`src/rtl/stack_calc_pkg.sv`:
```
package stack_calc_pkg;

    typedef enum logic [2:0] {
        OPC_PUSH  = 3'd0,
        OPC_POP   = 3'd1,
        OPC_ADD   = 3'd2,
        OPC_SUB   = 3'd3,
        OPC_MUL   = 3'd4,
        OPC_DIV   = 3'd5,
        OPC_NOP6  = 3'd6,
        OPC_NOP7  = 3'd7
    } opcode_e;

    typedef enum logic [1:0] {
        STK_HOLD = 2'd0,
        STK_PUSH = 2'd1,
        STK_POP  = 2'd2,
        STK_FOLD = 2'd3
    } stk_op_e;

    typedef enum logic {
        S_READY  = 1'b0,
        S_DIVIDE = 1'b1
    } ctrl_state_e;

endpackage

```
`src/rtl/stack_calc_store.sv`:
```
module stack_calc_store
    import stack_calc_pkg::*;
#(
    parameter int DATA_W = 16,
    parameter int DEPTH  = 8,
    localparam int CNT_W = $clog2(DEPTH + 1),
    localparam int PTR_W = (DEPTH > 1) ? $clog2(DEPTH) : 1
) (
    input  logic              clk,
    input  logic              rst_n,
    input  stk_op_e           op,
    input  logic [DATA_W-1:0] wr_data,
    output logic [DATA_W-1:0] top,
    output logic [DATA_W-1:0] second,
    output logic [CNT_W-1:0]  count
);

    logic [DATA_W-1:0] slot [DEPTH];
    logic [PTR_W-1:0]  top_idx;
    logic [PTR_W-1:0]  sec_idx;

    // One write-enabled register per stack slot
    for (genvar i = 0; i < DEPTH; i++) begin : g_slot
        always_ff @(posedge clk) begin
            if (op == STK_PUSH && int'(count) == i) begin
                slot[i] <= wr_data;
            end else if (op == STK_FOLD && int'(count) == i + 2) begin
                slot[i] <= wr_data;
            end
        end
    end

    always_ff @(posedge clk) begin
        if (!rst_n) begin
            count <= '0;
        end else begin
            unique case (op)
                STK_PUSH: count <= count + 1'b1;
                STK_POP,
                STK_FOLD: count <= count - 1'b1;
                default:  count <= count;
            endcase
        end
    end

    always_comb begin
        top_idx = PTR_W'(count - 1'b1);
        sec_idx = PTR_W'(count - 2'd2);
        top     = (count >= CNT_W'(1)) ? slot[top_idx] : '0;
        second  = (count >= CNT_W'(2)) ? slot[sec_idx] : '0;
    end

    a_r6_count_bounded: assert property (@(posedge clk) disable iff (!rst_n)
        (op == STK_PUSH) |=> (count <= CNT_W'(DEPTH)));

    a_r7_fold_shrinks: assert property (@(posedge clk) disable iff (!rst_n)
        (op == STK_FOLD) |=> (count == $past(count) - 1'b1));

endmodule

```
`src/rtl/stack_calc_divider.sv`:
```
module stack_calc_divider #(
    parameter int DATA_W = 16,
    localparam int IT_W  = (DATA_W > 1) ? $clog2(DATA_W) : 1
) (
    input  logic              clk,
    input  logic              rst_n,
    input  logic              start,
    input  logic [DATA_W-1:0] dividend,
    input  logic [DATA_W-1:0] divisor,
    output logic              done,
    output logic [DATA_W-1:0] quotient
);

    logic [DATA_W:0]   rem;
    logic [DATA_W-1:0] quo;
    logic [DATA_W-1:0] dsr;
    logic [IT_W-1:0]   iter;
    logic              busy;
    logic [DATA_W:0]   shifted;
    logic [DATA_W:0]   diff;

    always_comb begin
        shifted = {rem[DATA_W-1:0], quo[DATA_W-1]};
        diff    = shifted - {1'b0, dsr};
    end

    always_ff @(posedge clk) begin
        if (!rst_n) begin
            busy <= 1'b0;
            done <= 1'b0;
            iter <= '0;
            rem  <= '0;
            quo  <= '0;
            dsr  <= '0;
        end else begin
            done <= 1'b0;
            if (start) begin
                busy <= 1'b1;
                iter <= '0;
                rem  <= '0;
                quo  <= dividend;
                dsr  <= divisor;
            end else if (busy) begin
                if (!diff[DATA_W]) begin
                    rem <= diff;
                    quo <= {quo[DATA_W-2:0], 1'b1};
                end else begin
                    rem <= shifted;
                    quo <= {quo[DATA_W-2:0], 1'b0};
                end
                iter <= iter + 1'b1;
                if (iter == IT_W'(DATA_W - 1)) begin
                    busy <= 1'b0;
                    done <= 1'b1;
                end
            end
        end
    end

    assign quotient = quo;

    a_r5_done_single: assert property (@(posedge clk) disable iff (!rst_n)
        done |=> !done);

    a_r9_no_restart: assert property (@(posedge clk) disable iff (!rst_n)
        start |-> !busy);

endmodule

```
`src/rtl/stack_calc.sv`:
```
module stack_calc
    import stack_calc_pkg::*;
#(
    parameter int DATA_W = 16,
    parameter int DEPTH  = 8,
    localparam int CNT_W = $clog2(DEPTH + 1)
) (
    input  logic              clk,
    input  logic              rst_n,
    input  logic              cmd_valid,
    output logic              cmd_ready,
    input  logic [2:0]        cmd_op,
    input  logic [DATA_W-1:0] cmd_data,
    output logic              res_valid,
    output logic [DATA_W-1:0] res_data,
    output logic              err_overflow,
    output logic              err_underflow,
    output logic              err_divzero
);

    localparam logic [CNT_W-1:0] FULL_CNT = CNT_W'(DEPTH);

    ctrl_state_e       state, state_nx;
    stk_op_e           st_op;
    logic [DATA_W-1:0] st_wdata;
    logic [DATA_W-1:0] top_w, sec_w;
    logic [CNT_W-1:0]  depth;
    logic              accept;
    logic              div_start, div_done;
    logic [DATA_W-1:0] quotient;
    logic              ev_res, ev_ovf, ev_unf, ev_dz;
    logic [DATA_W-1:0] ev_data;
    logic              have_one, have_two, is_full;
    opcode_e           opc;

    stack_calc_store #(.DATA_W(DATA_W), .DEPTH(DEPTH)) store_i (
        .clk     (clk),
        .rst_n   (rst_n),
        .op      (st_op),
        .wr_data (st_wdata),
        .top     (top_w),
        .second  (sec_w),
        .count   (depth)
    );

    stack_calc_divider #(.DATA_W(DATA_W)) div_i (
        .clk      (clk),
        .rst_n    (rst_n),
        .start    (div_start),
        .dividend (sec_w),
        .divisor  (top_w),
        .done     (div_done),
        .quotient (quotient)
    );

    assign cmd_ready = (state == S_READY);
    assign accept    = cmd_valid && cmd_ready;
    assign opc       = opcode_e'(cmd_op);
    assign have_one  = (depth >= CNT_W'(1));
    assign have_two  = (depth >= CNT_W'(2));
    assign is_full   = (depth == FULL_CNT);

    // Command decode and stack control
    always_comb begin
        st_op     = STK_HOLD;
        st_wdata  = cmd_data;
        div_start = 1'b0;
        ev_res    = 1'b0;
        ev_ovf    = 1'b0;
        ev_unf    = 1'b0;
        ev_dz     = 1'b0;
        ev_data   = '0;
        if (state == S_DIVIDE) begin
            if (div_done) begin
                st_op    = STK_FOLD;
                st_wdata = quotient;
            end
        end else if (accept) begin
            unique case (opc)
                OPC_PUSH: begin
                    if (is_full) ev_ovf = 1'b1;
                    else         st_op  = STK_PUSH;
                end
                OPC_POP: begin
                    if (!have_one) begin
                        ev_unf = 1'b1;
                    end else begin
                        st_op   = STK_POP;
                        ev_res  = 1'b1;
                        ev_data = top_w;
                    end
                end
                OPC_ADD, OPC_SUB, OPC_MUL: begin
                    if (!have_two) begin
                        ev_unf = 1'b1;
                    end else begin
                        st_op = STK_FOLD;
                        if (opc == OPC_ADD)      st_wdata = sec_w + top_w;
                        else if (opc == OPC_SUB) st_wdata = sec_w - top_w;
                        else                     st_wdata = DATA_W'(sec_w * top_w);
                    end
                end
                OPC_DIV: begin
                    if (!have_two)            ev_unf    = 1'b1;
                    else if (top_w == '0)     ev_dz     = 1'b1;
                    else                      div_start = 1'b1;
                end
                default: ;
            endcase
        end
    end

    // Next-state logic: start_divide and divide_done transitions
    always_comb begin
        state_nx = state;
        unique case (state)
            S_READY:  if (div_start) state_nx = S_DIVIDE;
            S_DIVIDE: if (div_done)  state_nx = S_READY;
            default:  state_nx = S_READY;
        endcase
    end

    always_ff @(posedge clk) begin
        if (!rst_n) state <= S_READY;
        else        state <= state_nx;
    end

    // Registered outputs
    always_ff @(posedge clk) begin
        if (!rst_n) begin
            res_valid     <= 1'b0;
            res_data      <= '0;
            err_overflow  <= 1'b0;
            err_underflow <= 1'b0;
            err_divzero   <= 1'b0;
        end else begin
            res_valid     <= ev_res;
            err_overflow  <= ev_ovf;
            err_underflow <= ev_unf;
            err_divzero   <= ev_dz;
            if (ev_res) res_data <= ev_data;
        end
    end

    a_r1_single_event: assert property (@(posedge clk) disable iff (!rst_n)
        $onehot0({res_valid, err_overflow, err_underflow, err_divzero}));

    a_r6_no_overflow: assert property (@(posedge clk) disable iff (!rst_n)
        (st_op == STK_PUSH) |-> (depth < FULL_CNT));

    a_r7_pop_needs_entry: assert property (@(posedge clk) disable iff (!rst_n)
        (st_op == STK_POP) |-> (depth != '0));

    a_r7_fold_needs_pair: assert property (@(posedge clk) disable iff (!rst_n)
        (st_op == STK_FOLD) |-> (depth >= CNT_W'(2)));

    a_r2_pop_result: assert property (@(posedge clk) disable iff (!rst_n)
        (accept && opc == OPC_POP && depth != '0) |=> res_valid);

    a_r8_divzero_flag: assert property (@(posedge clk) disable iff (!rst_n)
        (accept && opc == OPC_DIV && depth >= CNT_W'(2) && top_w == '0)
            |=> (err_divzero && cmd_ready));

    a_r9_busy_blocks: assert property (@(posedge clk) disable iff (!rst_n)
        div_start |=> !cmd_ready);

endmodule

```
`config.mk`:
```
export PLATFORM = sky130hd
export DESIGN_NAME = stack_calc
export DESIGN_NICKNAME = d
export VERILOG_FILES = /design/src/rtl/stack_calc_pkg.sv /design/src/rtl/stack_calc_store.sv /design/src/rtl/stack_calc_divider.sv /design/src/rtl/stack_calc.sv
export SDC_FILE = /design/constraint.sdc
export NUM_CORES = 1
export LEC_CHECK = 0
export BUFFER_PORTS_ARGS = -buffer_cell sky130_fd_sc_hd__buf_2
export CAP_MARGIN = 20
export CORE_MARGIN = 2
export CORE_UTILIZATION = 55
export CTS_BUF_LIST = sky130_fd_sc_hd__clkbuf_16
export DETAILED_ROUTE_END_ITERATION = 7
export PLACE_DENSITY = 0.72
export SKIP_CTS_REPAIR_TIMING = 1
export SLEW_MARGIN = 10
export SYNTH_ARGS = -nofsm -noshare
export SYNTH_HDL_FRONTEND = slang
export SYNTH_HIERARCHICAL = 1
export SYNTH_SLANG_ARGS = --single-unit
```
`constraint.sdc`:
```
create_clock -name clk -period 8.85 [get_ports clk]
set_clock_uncertainty 0.15 [all_clocks]
set_input_delay 1.77 -clock clk [delete_from_list [all_inputs] [get_ports clk]]
set_output_delay 1.77 -clock clk [all_outputs]
set_load 0.01 [all_outputs]
```
== After elaboration in Yosys (flattened, before gate mapping) ==
Memory sizes are Yosys's and may differ from the RTL's.
Cells that the tools add are included.

* ROM bits: 0
* Output and inout bits: 21
* Word-level logic and storage cells: 210
* Bits in registers: 79
* Memories: 1
* Memory bits (writable): 128
* Input bits: 22
* Latch bits: 0

* $add $sub $neg: 7
* Equality and inequality tests: 19
* Multiply operators: 1
* Mux-type cells: 115
* Reduce and logical (&&, ||, !) cells: 37
* Shift operators: 0
* Divide/modulo/power cells: 0
* Bitwise logic cells: 15
* Order comparisons: 2

{| class="wikitable"
|+ Memory list
! name !! depth !! width !! rd ports !! clocked after memory_dff !! write ports !! RTL line !! source
|-
| store_i.slot || 8 || 16 || 2 || 0 || 1 || stack_calc_store.sv:18 || <nowiki>logic [DATA_W-1:0] slot [DEPTH];</nowiki>
|}

{| class="wikitable"
|+ Operator list
! operator !! number
|-
| $mux 16 || 31
|-
| $reduce_or 16->1 || 7
|-
| $mux 1 || 68
|-
| $eq 4x4->1 const B || 8
|-
| $mux 3 || 7
|-
| $logic_and 1x1->1 || 17
|-
| $sub 17x16->17 || 1
|-
| $add 16x16->16 || 1
|-
| $logic_not 16->1 || 1
|-
| $mul 16x16->16 || 1
|-
| $sub 16x16->16 || 1
|-
| $mux 2 || 5
|-
| $reduce_or 3->1 || 3
|-
| $add 4x1->4 const B || 2
|-
| $eq 4x3->1 const B || 2
|-
| $or 1x1->1 || 8
|-
| $pmux 4 s2 || 1
|-
| $reduce_or 4->1 || 2
|-
| $not 1->1 || 7
|-
| $eq 3x2->1 const B || 2
|-
| $eq 3x3->1 const B || 2
|-
| $pmux 2 s3 || 1
|-
| $reduce_or 5->1 || 1
|-
| $eq 2x2->1 const B || 2
|-
| 12 further kinds || 15
|}

== Depth between registers and ports, before layout ==
* Depth after elaboration: 19
* Mapped depth: 32
* Depth with buffers taken out: 27

== Cells and area by module ==
Netlist, hierarchy kept.

{| class="wikitable"
|+ Modules (own cells, without submodules)
! module !! cells an instance !! times used !! area each (sq um)
|-
| stack_calc || 849 || 1 || 6,810.3
|-
| stack_calc_store || 370 || 1 || 6,462.4
|-
| stack_calc_divider || 373 || 1 || 3,228.1
|}

== Least setup slack after synthesis ==
OpenSTA, ideal clock, no wires.

* Path kind: reg-to-reg
* Start point: register store_i.count[1]
* End point: memory store_i.slot[0][15], data pin
* Cell stages (with the launch flop): 30
* Data required time: 8,424 ps
* Library setup time: 276 ps
* Arrival time: 7,198 ps
* Slack: 1,227 ps
* Buffers on the path: 6
* Cell sequence: dfxtp_1 -> buf_6 -> buf_6 -> buf_6 -> inv_1 -> ha_1 -> buf_2 -> buf_2 -> mux4_2 -> inv_1 -> o22ai_1 -> clkbuf_1 -> nand2_1 -> fa_1 -> fa_1 -> fa_1 -> fa_1 -> inv_1 -> fa_1 -> inv_1 -> fa_1 -> inv_1 -> ha_1 -> a21o_1 -> nand2_1 -> o21ai_0 -> o41ai_4 -> xnor2_1 -> nand2_1 -> a31o_1

* Elaborated cells on any way between the ends: 112
* Those cells by class: add/sub: 4; mul: 1; order compare: 2; eq/ne: 12; mux: 64; bitwise: 7; reduce/logical: 21; memory: 1

{| class="wikitable"
|+ RTL lines
! what !! RTL line !! source
|-
| start, declared || stack_calc_store.sv:15 || <nowiki>output logic [CNT_W-1:0] count</nowiki>
|-
| start signal, assigned || stack_calc_store.sv:38 || <nowiki>STK_PUSH: count <= count + 1'b1;</nowiki>
|-
| start signal, assigned || stack_calc_store.sv:40 || <nowiki>STK_FOLD: count <= count - 1'b1;</nowiki>
|-
| start signal, assigned || stack_calc_store.sv:41 || <nowiki>default: count <= count;</nowiki>
|-
| $sub 4x1->4 || n/a ||
|-
| $mem_v2 8x16 || n/a ||
|-
| $mux 16 (*) || stack_calc_store.sv:49 || <nowiki>top = (count >= CNT_W'(1)) ? slot[top_idx] : '0;</nowiki>
|-
| named net top_w[1] || stack_calc.sv:26 || <nowiki>logic [DATA_W-1:0] top_w, sec_w;</nowiki>
|-
| $mul 16x16->16 or $sub 16x16->16 (tied branches) || stack_calc.sv:100, stack_calc.sv:99 ||
|-
| $mux 16 || stack_calc.sv:99 || <nowiki>else if (opc == OPC_SUB) st_wdata = sec_w - top_w;</nowiki>
|-
| $mux 16 (*) || stack_calc.sv:98 || <nowiki>if (opc == OPC_ADD) st_wdata = sec_w + top_w;</nowiki>
|-
| $mux 16 (*) || stack_calc.sv:94 || <nowiki>if (!have_two) begin</nowiki>
|-
| $mux 16 (*) || stack_calc.sv:79 || <nowiki>unique case (opc)</nowiki>
|-
| $mux 16 (*) || stack_calc.sv:78 || <nowiki>end else if (accept) begin</nowiki>
|-
| $mux 16 (*) || stack_calc.sv:73 || <nowiki>if (state == S_DIVIDE) begin</nowiki>
|-
| named net st_wdata[15] || stack_calc.sv:25 || <nowiki>logic [DATA_W-1:0] st_wdata;</nowiki>
|-
| $mux 16 (no source line) (7 in a row) || n/a ||
|-
| $mux 16 (no source line) (*) || n/a ||
|-
| end, declared || stack_calc_store.sv:18 ||
|}

Mark *: on every way through the listed nets, which the timed path passes. The rest lies on a longest branch.

== Final worst setup path ==
* Start point: register store_i.count[1]
* End point: memory store_i.slot[4][11], data pin

* Elaborated cells on any way between the ends: 112
* Those cells by class: add/sub: 4; mul: 1; order compare: 2; eq/ne: 12; mux: 64; bitwise: 7; reduce/logical: 21; memory: 1

{| class="wikitable"
|+ RTL lines
! what !! RTL line !! source
|-
| $sub 3x2->3 || stack_calc_store.sv:48 || <nowiki>sec_idx = PTR_W'(count - 2'd2);</nowiki>
|-
| $mem_v2 8x16 || n/a ||
|-
| $mux 16 (*) || stack_calc_store.sv:50 || <nowiki>second = (count >= CNT_W'(2)) ? slot[sec_idx] : '0;</nowiki>
|-
| named net sec_w[1] || stack_calc.sv:26 ||
|-
| $mul 16x16->16 or $sub 16x16->16 (tied branches) || stack_calc.sv:100, stack_calc.sv:99 ||
|-
| $mux 16 || stack_calc.sv:99 ||
|-
| $mux 16 (*) || stack_calc.sv:98 ||
|-
| $mux 16 (*) || stack_calc.sv:94 ||
|-
| $mux 16 (*) || stack_calc.sv:79 ||
|-
| $mux 16 (*) || stack_calc.sv:78 ||
|-
| $mux 16 (*) || stack_calc.sv:73 ||
|-
| named net st_wdata[11] || stack_calc.sv:25 ||
|-
| $mux 16 (no source line) (7 in a row) || n/a ||
|-
| $mux 16 (no source line) (*) || n/a ||
|}

Marked as above.

==> results.md <==
- Status: complete, no violations
- Die area: 31,400 µm²
- Clock sinks: 207
- Dpl hpwl: 32,100 µm
- Worst Path Required: 8930 ps
- Fin crit period: 7920 ps
- I/O Pins: 43
- Post-Syn Area: 16,500 µm²
- Die height: 177 µm
- DRT Wirelength: 43,600 µm
- Die span in x: 177 µm
- Row cnt: 63
- Port Buffer Count: 42
- Fmax: 0.126 GHz
- Slowest CP cell: o221ai_1
- R2R Setup Slk: 930 ps
- Share of cells above drive strength 1: 15.1%
- Unrepaired setup endpoints after global routing: no
- Yosys warns: 6
- CP cell instances: inv_1, ha_1, inv_1, o41ai_4, buf_4, o22ai_1, clkinv_1, nor2_1, fa_1, fa_1, ha_1, fa_1, fa_1, inv_1, fa_1, inv_1, ha_1, a21o_1, a31oi_1, inv_1, a21oi_1, xnor2_1, mux2i_1, o221ai_1
- Tcrit/Tclk final: 89.5%
- Setup crit start kind: register
- Cell Area, Placed: 17,200 µm²
- Crit Path Category: register to register
- Yosys top cell area share: 23.3%
- Drt drc: 0
- Clock Power Share: 35.3%
- Final Cell Area: 18,000 µm²
- Commonest cells post-synth: inv_1, nand2_1, edfxtp_1
- Slew Limit Fails: 0
- Routed Antenna Nets: 0
- Routability cong.: 0.972
- Distinct cells, synth: 81
- Clk buf depth: 3
- P_int: 0.00184 W
- Average wire per standard cell: 21.3 µm
- GR Overflow Total: 0
- Critical Path End Type: register
- Final Non-Filler Cells: 2,045
- TritonCTS Buffers: 23
- Vias in the first global route: 12,400
- Largest stage delay, worst path: 630 ps
- Worst slew pin tran: 1110 ps
- Max-Cap Viols: 0
- Layout area overhead: 8.99%
- Initial antenna violation count: 1
- Pwr/cell area: 149 nW/µm²
- Hold_ws: 337 ps
- # H-tree levels: 1
- P_sw: 0.000844 W
- Final Hold Vio Count: 0
- Final number of setup-violating endpoints: 0
- Dominant synthesized flop cell: edfxtp_1
- Worst-skew pair later-pin latency: 540 ps
- Initial core utilization: 55.8%
- CTS tree: built
- First-pass GRT wire length: 69,000 µm
- Overall Global Routing Usage: 28.6%
- DR pass1 iterations: 5
- Pin count of the biggest net entering global routing: 59
- Syn nets: 1,801
- Largest cells by area after synthesis: edfxtp_1, fa_1, dfxtp_1, mux4_2, ha_1
- Placed insts: 2,002
- Fraction of registers with async set/reset: 0%
- Sw Share: 31.5%
- VDD IR-drop max: 0.239 mV
- Register share of total power: 38.8%
- Number of synthesized flops with an enable pin: 128
- Via density per instance: 5.94
- Combinational share of power: 25.9%
- Worst-path clk slew: 60 ps
- Setup TNS Final: 0 ps
- Starting DRT DRC Count: 1,071
- CP arrival: 8000 ps
- Synth Register Bits: 207
- Cell count after synthesis: 1,592
- Final core utilization: 60.8%
- Sequential-to-total area share from yosys stat: 32.9%
- CTS root buffer: clkbuf_16
- Via count: 12,200
- Worst hold path class: register to register
- Synth area leader: edfxtp_1
- Cell with the most instances after synthesis: inv_1
- NumNets Final: 1,846
- Total core area: 29,600 µm²
- Syn Area/Cell: 10.4 µm²
- Max transition margin: 25.4%
- Peak fanout along the critical path: 11
- P_leak: 7.33 nW
-- metal layers --
metal  wire length, µm  global-route usage (%)
met5                 0                       0
met4              1740                    11.8
met3              3030                    4.62
met2             21100                    47.5
met1             17800                    37.4
-- sequential cells by signal, indices dropped and copies added (netlist names), 4 cells and up --
signal and flops:
res_data 16, store_i/slot 128, div_i/iter 4, div_i/dsr 16, div_i/rem 16, store_i/count 4, div_i/quotient 16
-- final timing paths --
check | from | endpoint | depth (start not counted)
hold / removal | div_i/rem[4] | div_i/rem[5] | 2
hold reg to reg | div_i/rem[4] | div_i/rem[5] | 2
setup / recovery | store_i/count[1] | store_i/slot[4][11] | 24
setup reg to reg | store_i/count[1] | store_i/slot[4][11] | 24
-- cells by family (layout without fill, tap and decap cells) --
| group | count (synthesis) | count (layout) | share of synthesized area, % |
|---|---|---|---|
| xor gates and xnor gates | 72 | 72 | 4.20 |
| muxes | 134 | 134 | 13.1 |
| and+or+nand+nor | 420 | 420 | 12.5 |
| adders and majority gates | 187 | 187 | 18.0 |
| DFF | 207 | 207 | 32.9 |
| buffers and inverters | 314 | 376 | 8.11 |
| other | 0 | 1 | 0 |
| AOI/OAI and AO/OA | 258 | 258 | 11.3 |
-- through the flow --
stage	power, W	setup slack [ps]
after floorplan	0.00155	1230
after global placement	0.00174	1050
after detailed placement	0.00174	989
after CTS	0.00269	938
after global routing	0.00280	482
final	0.00268	928
-- critical path, delay by kind of cell, from the launching register on --
family | cells | cell delay, ps
AO/OA/AOI/OAI | 6 | 1700
XOR/XNOR | 1 | 230
adder cells (fa/ha/maj) | 8 | 3390
buffers and inverters | 7 | 1170
flip-flops | 1 | 500
multiplexers | 1 | 140
AND/OR/NAND/NOR | 1 | 320
-- cells in the final DEF, fill, tap and decap left out, types with 5 or more instances in the layout --
| master | synthesis | layout |
|---|---|---|
| ha_1 | 104 | 104 |
| clkinv_2 | 0 | 7 |
| inv_1 | 226 | 227 |
| fa_1 | 83 | 83 |
| o21bai_1 | 6 | 6 |
| nor4_1 | 8 | 7 |
| a21o_1 | 8 | 8 |
| o211a_1 | 15 | 15 |
| and2_1 | 54 | 54 |
| clkbuf_16 | 0 | 23 |
| dfxtp_1 | 79 | 76 |
| nand3_1 | 17 | 17 |
| mux4_2 | 58 | 58 |
| o221ai_1 | 8 | 8 |
| o22ai_1 | 34 | 34 |
| mux4_1 | 6 | 6 |
| nand4_1 | 6 | 6 |
| edfxtp_1 | 128 | 128 |
| buf_2 | 16 | 42 |
| or3_1 | 6 | 6 |
| nand2b_1 | 15 | 15 |
| o21ai_0 | 35 | 35 |
| xnor2_1 | 52 | 52 |
| nor3_1 | 20 | 18 |
| mux2i_1 | 69 | 69 |
| and3_1 | 5 | 5 |
| buf_4 | 9 | 63 |
| nor2_1 | 76 | 76 |
| a31oi_1 | 22 | 22 |
| xor2_1 | 14 | 14 |
| o21a_1 | 6 | 6 |
| nor2b_1 | 46 | 46 |
| o211ai_1 | 6 | 6 |
| o21ai_1 | 6 | 6 |
| a21oi_1 | 50 | 50 |
| nand2_1 | 146 | 146 |
| a211oi_1 | 7 | 7 |
| a21oi_2 | 5 | 5 |
-- final cells by class --
class | count | area [µm²]
fillers | 2428 | 11600
multi-input cells | 1071 | 9770
flip-flops and latches | 207 | 5430
inverters | 229 | 860
repair buffers | 105 | 683
clock buffers | 23 | 576
well taps | 390 | 488
clock inverters | 19 | 175
diodes | 1 | 2.50
-- power groups by stage --
stage / sequential [W] / combinational, W / clock (W)
floorplan: 0.00106 / 0.000489 / 0
global placement: 0.00106 / 0.000677 / 0
detailed placement: 0.00106 / 0.000682 / 0
CTS: 0.00104 / 0.000686 / 0.000961
global route: 0.00104 / 0.000753 / 0.00101
finish: 0.00104 / 0.000695 / 0.000946
Power figures use the tool's default switching activity.
